**config.mk**
```make
export PLATFORM = sky130hd
export DESIGN_NAME = scan_port_ctrl
export DESIGN_NICKNAME = d
export VERILOG_FILES = /design/src/rtl/scan_pkg.sv /design/src/rtl/tap_seq.sv /design/src/rtl/tap_instr.sv /design/src/rtl/tap_dr_path.sv /design/src/rtl/scan_port_ctrl.sv
export SDC_FILE = /design/constraint.sdc
export NUM_CORES = 1
export LEC_CHECK = 0
export ABC_CLOCK_PERIOD_IN_PS = 1450
export BUFFER_PORTS_ARGS = -buffer_cell sky130_fd_sc_hd__buf_4
export CORE_ASPECT_RATIO = 2
export CORE_MARGIN = 10
export CORE_UTILIZATION = 25
export CTS_CLUSTER_DIAMETER = 200
export DETAILED_ROUTE_END_ITERATION = 7
export PLACE_DENSITY = 0.44
export SLEW_MARGIN = 0
export SYNTH_ARGS = -nofsm -noshare
export SYNTH_HDL_FRONTEND = slang
export SYNTH_SLANG_ARGS = --single-unit
```
**constraint.sdc**
```tcl
create_clock -name tck -period 1.45 [get_ports tck]
set_input_delay 0.29 -clock tck [delete_from_list [all_inputs] [get_ports tck]]
set_output_delay 0.29 -clock tck [all_outputs]
set_load 0.01 [all_outputs]
```
**src/rtl/scan_pkg.sv**
```systemverilog
package scan_pkg;

    localparam int IR_W = 3;

    typedef enum logic [3:0] {
        ST_RESET, ST_IDLE,
        ST_SEL_DR, ST_CAP_DR, ST_SHF_DR, ST_EX1_DR, ST_PAU_DR, ST_EX2_DR, ST_UPD_DR,
        ST_SEL_IR, ST_CAP_IR, ST_SHF_IR, ST_EX1_IR, ST_PAU_IR, ST_EX2_IR, ST_UPD_IR
    } tap_state_e;

    typedef enum logic [2:0] {
        OP_EXTEST, OP_SAMPLE, OP_USER1, OP_USER2, OP_BYPASS
    } tap_op_e;

    typedef struct packed {
        logic capture;
        logic shift;
        logic update;
    } bnd_strobe_t;

    localparam logic [IR_W-1:0] CODE_EXTEST = 3'b000;
    localparam logic [IR_W-1:0] CODE_SAMPLE = 3'b001;
    localparam logic [IR_W-1:0] CODE_USER1  = 3'b010;
    localparam logic [IR_W-1:0] CODE_USER2  = 3'b011;
    localparam logic [IR_W-1:0] CODE_BYPASS = 3'b111;
    localparam logic [IR_W-1:0] IR_CAPTURE  = 3'b001;

    function automatic tap_state_e tap_next(tap_state_e s, logic tms);
        tap_state_e n;
        case (s)
            ST_RESET:  n = tms ? ST_RESET  : ST_IDLE;
            ST_IDLE:   n = tms ? ST_SEL_DR : ST_IDLE;
            ST_SEL_DR: n = tms ? ST_SEL_IR : ST_CAP_DR;
            ST_CAP_DR: n = tms ? ST_EX1_DR : ST_SHF_DR;
            ST_SHF_DR: n = tms ? ST_EX1_DR : ST_SHF_DR;
            ST_EX1_DR: n = tms ? ST_UPD_DR : ST_PAU_DR;
            ST_PAU_DR: n = tms ? ST_EX2_DR : ST_PAU_DR;
            ST_EX2_DR: n = tms ? ST_UPD_DR : ST_SHF_DR;
            ST_UPD_DR: n = tms ? ST_SEL_DR : ST_IDLE;
            ST_SEL_IR: n = tms ? ST_RESET  : ST_CAP_IR;
            ST_CAP_IR: n = tms ? ST_EX1_IR : ST_SHF_IR;
            ST_SHF_IR: n = tms ? ST_EX1_IR : ST_SHF_IR;
            ST_EX1_IR: n = tms ? ST_UPD_IR : ST_PAU_IR;
            ST_PAU_IR: n = tms ? ST_EX2_IR : ST_PAU_IR;
            ST_EX2_IR: n = tms ? ST_UPD_IR : ST_SHF_IR;
            ST_UPD_IR: n = tms ? ST_SEL_DR : ST_IDLE;
            default:   n = ST_RESET;
        endcase
        return n;
    endfunction

    function automatic tap_op_e op_decode(logic [IR_W-1:0] code);
        tap_op_e op;
        case (code)
            CODE_EXTEST: op = OP_EXTEST;
            CODE_SAMPLE: op = OP_SAMPLE;
            CODE_USER1:  op = OP_USER1;
            CODE_USER2:  op = OP_USER2;
            default:     op = OP_BYPASS;
        endcase
        return op;
    endfunction

    function automatic logic op_is_user(tap_op_e op);
        return (op == OP_USER1) || (op == OP_USER2);
    endfunction

    function automatic logic op_is_boundary(tap_op_e op);
        return (op == OP_EXTEST) || (op == OP_SAMPLE);
    endfunction

endpackage

```
**src/rtl/tap_seq.sv**
```systemverilog
module tap_seq
    import scan_pkg::*;
(
    input  logic       tck,
    input  logic       trst,
    input  logic       tms,
    output tap_state_e state_q
);

    always_ff @(posedge tck) begin
        if (trst) begin
            state_q <= ST_RESET;
        end else begin
            state_q <= tap_next(state_q, tms);
        end
    end

endmodule

```
**src/rtl/tap_instr.sv**
```systemverilog
module tap_instr
    import scan_pkg::*;
#(
    parameter int W = scan_pkg::IR_W
) (
    input  logic         tck,
    input  logic         trst,
    input  logic         tdi,
    input  tap_state_e   state,
    output logic [W-1:0] ir_sr,
    output logic [W-1:0] ir_cur,
    output tap_op_e      op
);

    always_ff @(posedge tck) begin
        if (trst) begin
            ir_sr <= '0;
        end else if (state == ST_CAP_IR) begin
            ir_sr <= IR_CAPTURE;
        end else if (state == ST_SHF_IR) begin
            ir_sr <= {tdi, ir_sr[W-1:1]};
        end
    end

    always_ff @(negedge tck) begin
        if (trst || state == ST_RESET) begin
            ir_cur <= CODE_BYPASS;
        end else if (state == ST_UPD_IR) begin
            ir_cur <= ir_sr;
        end
    end

    assign op = op_decode(ir_cur);

endmodule

```
**src/rtl/tap_dr_path.sv**
```systemverilog
module tap_dr_path
    import scan_pkg::*;
(
    input  logic       tck,
    input  logic       trst,
    input  logic       tdi,
    input  tap_state_e state,
    input  tap_op_e    op,
    input  logic       ir_lsb,
    input  logic       usr1_ret,
    input  logic       usr2_ret,
    input  logic       bnd_ret,
    output logic       byp_q,
    output logic       tdo,
    output logic       tdo_en,
    output logic       dr_clk
);

    logic out_bit;
    logic shifting;
    logic gate_q;

    always_ff @(posedge tck) begin
        if (trst) begin
            byp_q <= 1'b0;
        end else if (state == ST_CAP_DR) begin
            byp_q <= 1'b0;
        end else if (state == ST_SHF_DR) begin
            byp_q <= tdi;
        end
    end

    always_comb begin
        out_bit = 1'b0;
        if (state == ST_SHF_IR) begin
            out_bit = ir_lsb;
        end else if (state == ST_SHF_DR) begin
            case (op)
                OP_USER1:  out_bit = usr1_ret;
                OP_USER2:  out_bit = usr2_ret;
                OP_BYPASS: out_bit = byp_q;
                default:   out_bit = bnd_ret;
            endcase
        end
    end

    assign shifting = (state == ST_SHF_IR) || (state == ST_SHF_DR);

    always_ff @(negedge tck) begin
        if (trst || state == ST_RESET) begin
            tdo    <= 1'b0;
            tdo_en <= 1'b0;
            gate_q <= 1'b0;
        end else begin
            tdo    <= out_bit;
            tdo_en <= shifting;
            gate_q <= ((state == ST_CAP_DR) || (state == ST_SHF_DR)) && op_is_user(op);
        end
    end

    assign dr_clk = tck & gate_q;

endmodule

```
**src/rtl/scan_port_ctrl.sv**
```systemverilog
module scan_port_ctrl
    import scan_pkg::*;
#(
    parameter int IR_BITS = scan_pkg::IR_W
) (
    input  logic tck,
    input  logic trst,
    input  logic tms,
    input  logic tdi,
    input  logic usr1_ret,
    input  logic usr2_ret,
    input  logic bnd_ret,
    output logic tdo,
    output logic tdo_en,
    output logic usr1_sel,
    output logic usr2_sel,
    output logic dr_clk,
    output logic idle_n,
    output logic bnd_capture,
    output logic bnd_shift,
    output logic bnd_update
);

    tap_state_e         state_q;
    tap_op_e            op;
    logic [IR_BITS-1:0] ir_sr;
    logic [IR_BITS-1:0] ir_cur;
    logic               byp_q;
    bnd_strobe_t        strobe;

    tap_seq u_seq (
        .tck     (tck),
        .trst    (trst),
        .tms     (tms),
        .state_q (state_q)
    );

    tap_instr #(.W(IR_BITS)) u_instr (
        .tck    (tck),
        .trst   (trst),
        .tdi    (tdi),
        .state  (state_q),
        .ir_sr  (ir_sr),
        .ir_cur (ir_cur),
        .op     (op)
    );

    tap_dr_path u_dr (
        .tck      (tck),
        .trst     (trst),
        .tdi      (tdi),
        .state    (state_q),
        .op       (op),
        .ir_lsb   (ir_sr[0]),
        .usr1_ret (usr1_ret),
        .usr2_ret (usr2_ret),
        .bnd_ret  (bnd_ret),
        .byp_q    (byp_q),
        .tdo      (tdo),
        .tdo_en   (tdo_en),
        .dr_clk   (dr_clk)
    );

    always_comb begin
        strobe.capture = op_is_boundary(op) && (state_q == ST_CAP_DR);
        strobe.shift   = op_is_boundary(op) && (state_q == ST_SHF_DR);
        strobe.update  = op_is_boundary(op) && (state_q == ST_UPD_DR);
    end

    assign bnd_capture = strobe.capture;
    assign bnd_shift   = strobe.shift;
    assign bnd_update  = strobe.update;
    assign usr1_sel    = (op == OP_USER1);
    assign usr2_sel    = (op == OP_USER2);
    assign idle_n      = ~(tck & (state_q == ST_IDLE));

endmodule

```
After elaboration in Yosys (flattened, before gate mapping)
Cells that the tools add are included.
{"block": "classes", "n_reduce_logical": 18, "bitwise": 3, "mux": 19, "eq_ne": 22}
{"cell": "$pmux W4 S12", "count": 1}
{"cell": "$eq A4 B4 Y1 const B", "count": 8}
{"cell": "$eq A4 B3 Y1 const B", "count": 4}
{"cell": "$mux W4", "count": 4}
{"cell": "$eq A3 B2 Y1 const B", "count": 4}
{"cell": "$pmux W3 S4", "count": 1}
{"cell": "$eq A4 B2 Y1 const B", "count": 2}
{"cell": "$reduce_or A2 Y1", "count": 4}
{"cell": "$mux W1", "count": 7}
{"cell": "$eq A3 B1 Y1 const B", "count": 2}
{"cell": "$logic_not A3 Y1", "count": 2}
{"cell": "$mux W2", "count": 3}
{"cell": "$mux W3", "count": 2}
{"cell": "$logic_or A1 B1 Y1", "count": 5}
{"cell": "$eq A4 B1 Y1 const B", "count": 1}
{"cell": "$logic_and A1 B1 Y1", "count": 4}
{"cell": "$logic_not A4 Y1", "count": 1}
{"cell": "$eq A3 B3 Y1 const B", "count": 1}
{"cell": "$pmux W1 S3", "count": 1}
{"cell": "$reduce_or A3 Y1", "count": 1}
{"cell": "$and A1 B1 Y1", "count": 2}
{"cell": "$reduce_bool A2 Y1", "count": 1}
{"cell": "$not A1 Y1", "count": 1}
{"block": "word_totals", "reg_bits": 14, "inputBits": 7, "wordCells": 70}

Depth between registers and ports, before layout
Gate-level depths: netlist of the first run.
{"block": "depth", "depth_word": 6, "mapped_depth": 5, "depth_no_buf": 3}

Cells and area by module
Synthesis of the first run repeated with hierarchy kept, for this count alone.
{"block": "unflattened", "cells_unflattened": 108, "hier_area_um2": 910.9}
{"module": "tap_seq", "seq_area_each_um2": 80.1, "area_per_inst_um2": 331.6, "cells_each": 39, "instances": 1}
{"module": "tap_instr", "seq_area_each_um2": 120.1, "area_per_inst_um2": 256.5, "cells_each": 30, "instances": 1}
{"module": "tap_dr_path", "seq_area_each_um2": 80.1, "area_per_inst_um2": 250.2, "cells_each": 29, "instances": 1}
{"module": "scan_port_ctrl", "seq_area_each_um2": 0.0, "area_per_inst_um2": 72.6, "cells_each": 10, "instances": 1}

==> impl_results.md, run 1 <==
* Outcome: finished, violations left
* Failing checks: setup timing
* Internal power at 1.03 mW
* Placer Congestion at slightly above 0.7
* Setup slack, reg-to-reg at -0.33 ns
* Fin util at about 50%
* Syn Nets at between 100 and 150
* Area taken by multi-input logic gates at around 600 um2
* GRT Residual Overflow at 0
* Crit path launch: u_instr.ir_cur[2]
* Synth top area share at ~33%
* Pre-antenna DRT Iters at 4
* TritonCTS clock tree: done
* CP endpoint kind: output port
* PortBufs at 15
* P&R area growth vs syn at 88.1%
* Clk pwr share at between 50% and 60%
* Switch Pwr at around 400 uW
* Data required time of the worst path at about 1.2 ns
* Switching Fraction at around 28%
* Reg2reg start: u_seq.state_q[3]
* Layout cells sized above 1 at a little under three fifths
* Synth cell types at 37
* Die X at about 61 um
* Vias per inst at 5.11
* Cell family with most CP delay: flip-flops
* Critical Path AT at ~2 ns
* Total Nets Final at approximately 170
* N_diodes at 0
* Final Hold Vio Count at 0
* Antenna violations before repair at 0
* Pins Over Slew Limit at 0
* Clk_skew at approximately 0.086 ns
* Slew headroom at 71.9%
* Synthesized area at 842 um2
* Slowest-stage cell, CP: dfxtp_4
* Placed insts at 168
* Seq cells post-synth at 14
* Leading area contributor after synthesis: dfxtp_1
* Power Density at 900 nW/um2
* Sequential area share after synthesis at between 30% and 40%
* Peak supply drop at around 630 uV
* Hold_sp: tdi
* Total core area at about 3200 um2
* GRT Util Overall at between 10% and 20%
* Largest net degree at the start of global routing at 15
* Critical path cell sequence: buf_12 -> nor3_4 -> buf_6
* Worst path max stage delay at 0.36 ns
* Slew @ Worst Pin at roughly 0.42 ns
* CP max FO at 5
* Drt total wl at roughly 3 mm
* Syn. warnings at 0
* Antenna Nets Post-Route at 0
* First-pass GRT wire length at approximately 4.7 mm
* Hold Crit Class: in -> reg
* I/O pin cnt at 16
* CP Launch Type: flop
* Syn avg cell area at ~8 um2
* Vias in the first global route at roughly 1,000
* Crit Path Category: reg -> out
* Post-Syn Instances at between 100 and 150
* Initial drt markers at 14
* Setup violators final at 19
* Sequential share of power at 28.3%
* Main area contributors after synthesis: dfxtp_1 (33%), a21oi_1 (5.3%), nand3_1 (4.2%)
* Vias at 982
* Clk_lat worst skew at ~0.45 ns
* Combinational share of power at between 10% and 20%
* # fillers at approximately 300
* RSZ-0062 raised after global routing: yes
* Crit path buffers/inverters at 2
* Leakage Power at between 0.7 and 0.8 nW
* Register Area at roughly 300 um2
* DRC violations left at 0
* Final WS setup at -0.785 ns
* Row count at 29
* HPWL Detailed at 2.19 mm
* Initial Util at a little over a quarter
* Max-cap violations at 0
* Die H at a little over 100 um
* Non-filler cells, final at about 190
* Setup tns final at -6.79 ns
* # hold bufs at CTS at 0
* Drt wl/cell at around 16 um
* Die area at between 6000 and 7000 um2
* Clock slew at reported path FFs at roughly 0.06 ns
==> power by group through the flow <==
stage | combinational, mW | clock [mW] | sequential [mW]
2_1_floorplan | 0.0897 | 0.0397 | 0.403
3_3_place_gp | 0.141 | 0.0503 | 0.408
3_5_place_dp | 0.142 | 0.0503 | 0.408
4_1_cts | 0.177 | 0.823 | 0.403
5_1_grt | 0.219 | 0.877 | 0.404
6_report | 0.205 | 0.818 | 0.403
==> routing by layer <==
| metal | GRT usage, % | share of wire, % | routed length, um | vias up |
|---|---|---|---|---|
| met1 | 8.67 | 35 | 1040 | 453 |
| met2 | 16.9 | 54 | 1620 | 31 |
| met3 | 5.09 | 6.6 | 200 | 12 |
| li1 | - | - | - | 486 |
| met5 | 0 | 0 | 0 | - |
| met4 | 11.0 | 4.8 | 146 | 0 |
==> state kept, by name, indices dropped and copies added (netlist names) <==
| register | cells |
|---|---|
| u_seq.state_q | 4 |
| u_instr.ir_cur | 3 |
| u_instr.ir_sr | 3 |
| u_dr.byp_q | 1 |
| u_dr.gate_q | 1 |
| u_dr.tdo | 1 |
| u_dr.tdo_en | 1 |
==> what timing repair did <==
action | CTS | global route
buffers inserted | 7 | 3
cloned | 0 | 0
setup endpoints to repair | 20 | 22
pin swaps | 12 | 10
resized for setup | 36 | 13
==> cells by family after synthesis <==
logic type / count (synthesis) / synth area share [%]
simple gates: 46 / 31.8
compound gates: 24 / 18.9
buf+inv: 15 / 10.1
flops: 14 / 33.3
mux: 4 / 4.90
xor+xnor: 1 / 1.04
==> Yosys cell counts <==
master	count
a21boi_0	1
nand3b_1	2
inv_1	6
nor4b_1	1
nand3_1	7
a2111oi_0	1
a2111oi_1	2
o31ai_1	1
a32oi_1	1
a21oi_1	9
nand2_1	8
nand2b_1	5
nor2_1	7
buf_2	5
nor3_1	3
and3b_1	1
or3_1	1
or2b_1	1
nand4_1	2
xor2_1	1
o21ai_0	3
nor2b_1	2
mux2_2	1
nor4b_4	1
dfxtp_1	14
o2111ai_1	1
o22ai_1	1
and3_1	2
nand4b_1	1
and2b_1	1
buf_1	1
buf_6	3
a311oi_1	2
o211ai_1	1
a31oi_1	1
mux2i_1	3
and2_1	1
==> placed cells by master, fill, tap and decap left out, drive strengths merged, types with 2 or more instances in the layout <==
cell type  instances
a2111oi            3
a21oi              9
a311oi             2
and3               2
buf               52
clkbuf             9
dfxtp             14
inv               11
mux2i              3
nand2              8
nand2b             5
nand3              7
nand3b             2
nand4              2
nor2               7
nor2b              2
nor3               3
nor4b              2
o21ai              3
==> per-stage QoR <==
step	setup WS [ns]	area [um2]	hold WS [ns]	power [mW]
6_report	-0.785	1580	0.212	1.43
3_3_place_gp	-0.380	1210	0.447	0.600
3_5_place_dp	-0.419	1210	0.446	0.601
2_1_floorplan	-0.329	912	0.429	0.533
4_1_cts	-0.798	1510	0.208	1.40
5_1_grt	-0.822	1580	0.224	1.50
==> area by class of cell <==
type / count / area share [%]
multi-input combinational: 75 / 38.0
clock inverter: 6 / 1.42
tap: 31 / 2.45
sequential: 14 / 19.1
timing repair buffer: 50 / 29.5
clock buffer: 11 / 8.37
inverter: 5 / 1.18
==> worst register-to-register path: stages (launching register included) <==
cell and delay (ns):
dfxtp_2 0.37, buf_6 0.13, nor4b_4 0.28, o2111ai_1 0.13, a21boi_1 0.15
==> final timing paths <==
check                          end  cells after the start
hold / removal    u_instr.ir_sr[2]                      3
setup / recovery         bnd_shift                      3
setup reg to reg          u_dr.tdo                      4
hold reg to reg   u_instr.ir_sr[1]                      2
Power figures use the tool's default switching activity.
==> inputs of run 2 (changes only) <==
Settings changed: BUFFER_PORTS_ARGS -buffer_cell sky130_fd_sc_hd__buf_4 to -buffer_cell sky130_fd_sc_hd__buf_2, SLEW_MARGIN 0 to default.
==> run 2 against run 1 <==
The run still ends with setup timing left. Sequential share of layout area grew 0.56 points. First-iteration DRC count up 50%. Clock skew is 0.0095 ns lower. Register-to-register slack got worse by 0.03 ns. Non-clock buffer count rose by 1. Clock power about the same. Sequential power decreased by 1%. Wire length decreased by 3.7%. Power down 1.4%. Critical path type unchanged. Critical endpoint is now bnd_update.
==> impl_results.md, run 2 (synthesized netlist as in run 1, its figures left out) <==
* Outcome: finished, violations left
* Failing checks: setup timing
* Largest register FFs at 4 (unchanged)
* Vias at 989 (+0.71%)
* Pre-antenna DRT Iters at 4 (unchanged)
* Setup slack, reg-to-reg at -0.36 ns (-0.03 ns)
* Hold Path End: u_instr.ir_sr[2]
* Drt total wl at 2.90 mm (-3.7%)
* Row count at 29 (unchanged)
* Switch Pwr at 365 uW (-8.6%)
* Slew @ Worst Pin at 0.301 ns (-0.119 ns)
* Largest net degree at the start of global routing at 15 (unchanged)
* Hold_sp: tdi
* P&R area growth vs syn at 80.5%
* Reg2Reg Capture Point: u_instr.ir_cur[0]
* Vias per inst at 5.12 (+0.19%)
* Sequential share of power at 28.4% (about the same)
* Clk pwr share at 58.3% (+1.0 points)
* Largest regs: u_seq.state_q: 4 flops, u_instr.ir_cur: 3 flops, u_instr.ir_sr: 3 flops
* Initial Util at 26.4% (unchanged)
* Antenna Nets Post-Route at 0 (unchanged)
* Most flops, register: u_seq.state_q
* Die area at 6230 um2 (unchanged)
* RSZ-0062 raised after global routing: yes
* Fin util at 47.6% (-2.0 points)
* Combinational share of power at 13.3% (-1.1 points)
* Switching Fraction at 25.9% (-2.1 points)
* Max-cap violations at 0 (unchanged)
* Hold slack at 0.202 ns (-0.00968 ns)
* CP endpoint kind: output port
* Total Nets Final at 169 (+0.60%)
* Final Instance Area at 1520 um2 (-4.0%)
* Data required time of the worst path at 1.16 ns (about the same)
* FF-to-FF path depth at 5 (+1)
* Area post-placement at 1190 um2 (-1.9%)
* Internal power at 1.04 mW (+1.5%)
* Placed insts at 170 (+1.2%)
* Vias in the first global route at 1,031 (+2.5%)
* Antenna violations before repair at 0 (unchanged)
* Clk_lat worst skew at 0.43 ns (-0.02 ns)
* DRC violations left at 0 (unchanged)
* Slew headroom at 79.4% (+7.5 points)
* Layout cells sized above 1 at 53.1% (-2.2 points)
* Power Density at 925 nW/um2 (+2.8%)
* Reg2reg start: u_seq.state_q[3]
* Setup violators final at 19 (unchanged)
* I/O pin cnt at 16 (unchanged)
* Slowest-stage cell, CP: dfxtp_4
* Register Area at 299 um2 (-1.2%)
* Die X at 61.0 um (unchanged)
* GRT Util Overall at 10.8% (+0.15 points)
* Worst path max stage delay at 0.36 ns (about the same)
* Critical path cell sequence: buf_12 -> nor3_4 -> buf_2
* CP max FO at 4 (-1)
* Clk_skew at 0.0770 ns (-0.00952 ns)
* Setup tns final at -6.87 ns (-0.0817 ns)
* Crit Path Category: reg -> out
* Area taken by multi-input logic gates at 601 um2 (-0.21%)
* Final Hold Vio Count at 0 (unchanged)
* Die H at 102 um (unchanged)
* Most frequent cells in the layout: buf_4 (27), buf_2 (13), buf_6 (12), inv_1 (10)
* Worst Hold Depth at 3 (unchanged)
* Leakage Power at 0.731 nW (+2.2%)
* Total core area at 3190 um2 (unchanged)
* Initial drt markers at 21 (+7)
* Peak supply drop at 385 uV (-39%)
* TritonCTS clock tree: done
* Commonest non-fill, non-tap cell in the layout: buf_4
* PortBufs at 15 (unchanged)
* Pins Over Slew Limit at 0 (unchanged)
* # fillers at 311 (+2.3%)
* GRT Residual Overflow at 0 (unchanged)
* Drt wl/cell at 15.0 um (-4.2%)
* Placer Congestion at 0.793 (+10%)
* Non-filler cells, final at 193 (+0.52%)
* HPWL Detailed at 2.20 mm (+0.15%)
* N_diodes at 0 (unchanged)
* Final WS setup at -0.771 ns (+0.0139 ns)
* Clock slew at reported path FFs at 0.06 ns (about the same)
* Critical Path AT at 1.93 ns (-0.02 ns)
* # hold bufs at CTS at 0 (unchanged)
* First-pass GRT wire length at 4.76 mm (+1.8%)
* Hold Crit Class: in -> reg
* CP Launch Type: flop
==> run 2: cell types whose count changed in the layout (fill, tap and decap cells not counted), sizes merged <==
cell and change:
clkbuf -1, bufinv +1, buf +1
==> run 2: power by group through the flow <==
stage	logic (mW)	registers [mW]	clock network [mW]
after CTS	0.168	0.400	0.849
final	0.187	0.399	0.820
after global placement	0.141	0.407	0.0458
after floorplan	0.0897	0.403	0.0397
after detailed placement	0.141	0.407	0.0458
after global routing	0.203	0.399	0.893
==> run 2: routing by layer <==
layer,up-vias,wire length (um),global-route usage [%]
met3,9,198,4.84
met4,0,105,11.2
met1,457,998,8.75
li1,491,-,-
met5,-,0,0
met2,32,1600,17.4
==> run 2: layout make-up <==
cell class                 instances  share of cell area [%]
sequential                        14                    19.7
clock inverter                     7                    2.63
tap                               31                    2.55
multi-input combinational         75                    39.5
timing repair buffer              51                    27.2
clock buffer                      10                    7.24
inverter                           5                    1.23
==> run 2: worst max-delay path: cells and delay by family, from the launching register on <==
kind | cells | cell delay, ns
flip-flops | 1 | 0.36
buffers and inverters | 2 | 0.28
AND/OR/NAND/NOR | 1 | 0.13
==> run 2: stage by stage <==
step	setup slack [ns]	power, mW
after floorplan	-0.329	0.533
after global placement	-0.455	0.594
after detailed placement	-0.431	0.594
after CTS	-0.783	1.42
after global routing	-0.837	1.50
final	-0.771	1.41
==> run 2: worst max path at each step <==
stage | startpoint | to | slack, ns | depth (start not counted)
2_1_floorplan | u_seq.state_q[0] | u_dr.tdo | -0.33 | 4
3_3_place_gp | u_seq.state_q[3] | u_instr.ir_cur[2] | -0.46 | 4
3_5_place_dp | u_seq.state_q[3] | u_instr.ir_cur[0] | -0.43 | 4
4_1_cts | u_instr.ir_cur[2] | bnd_shift | -0.78 | 3
5_1_grt | u_instr.ir_cur[1] | bnd_capture | -0.84 | 2
6_report | u_instr.ir_cur[2] | bnd_update | -0.77 | 3
==> run 2: repair_timing <==
item                                   in CTS  in global routing
setup endpoints to repair                  19                 20
resized for setup                          22                 11
buffers inserted                            5                  4
pin swaps                                   8                  9
endpoints found under the hold margin       0                  0
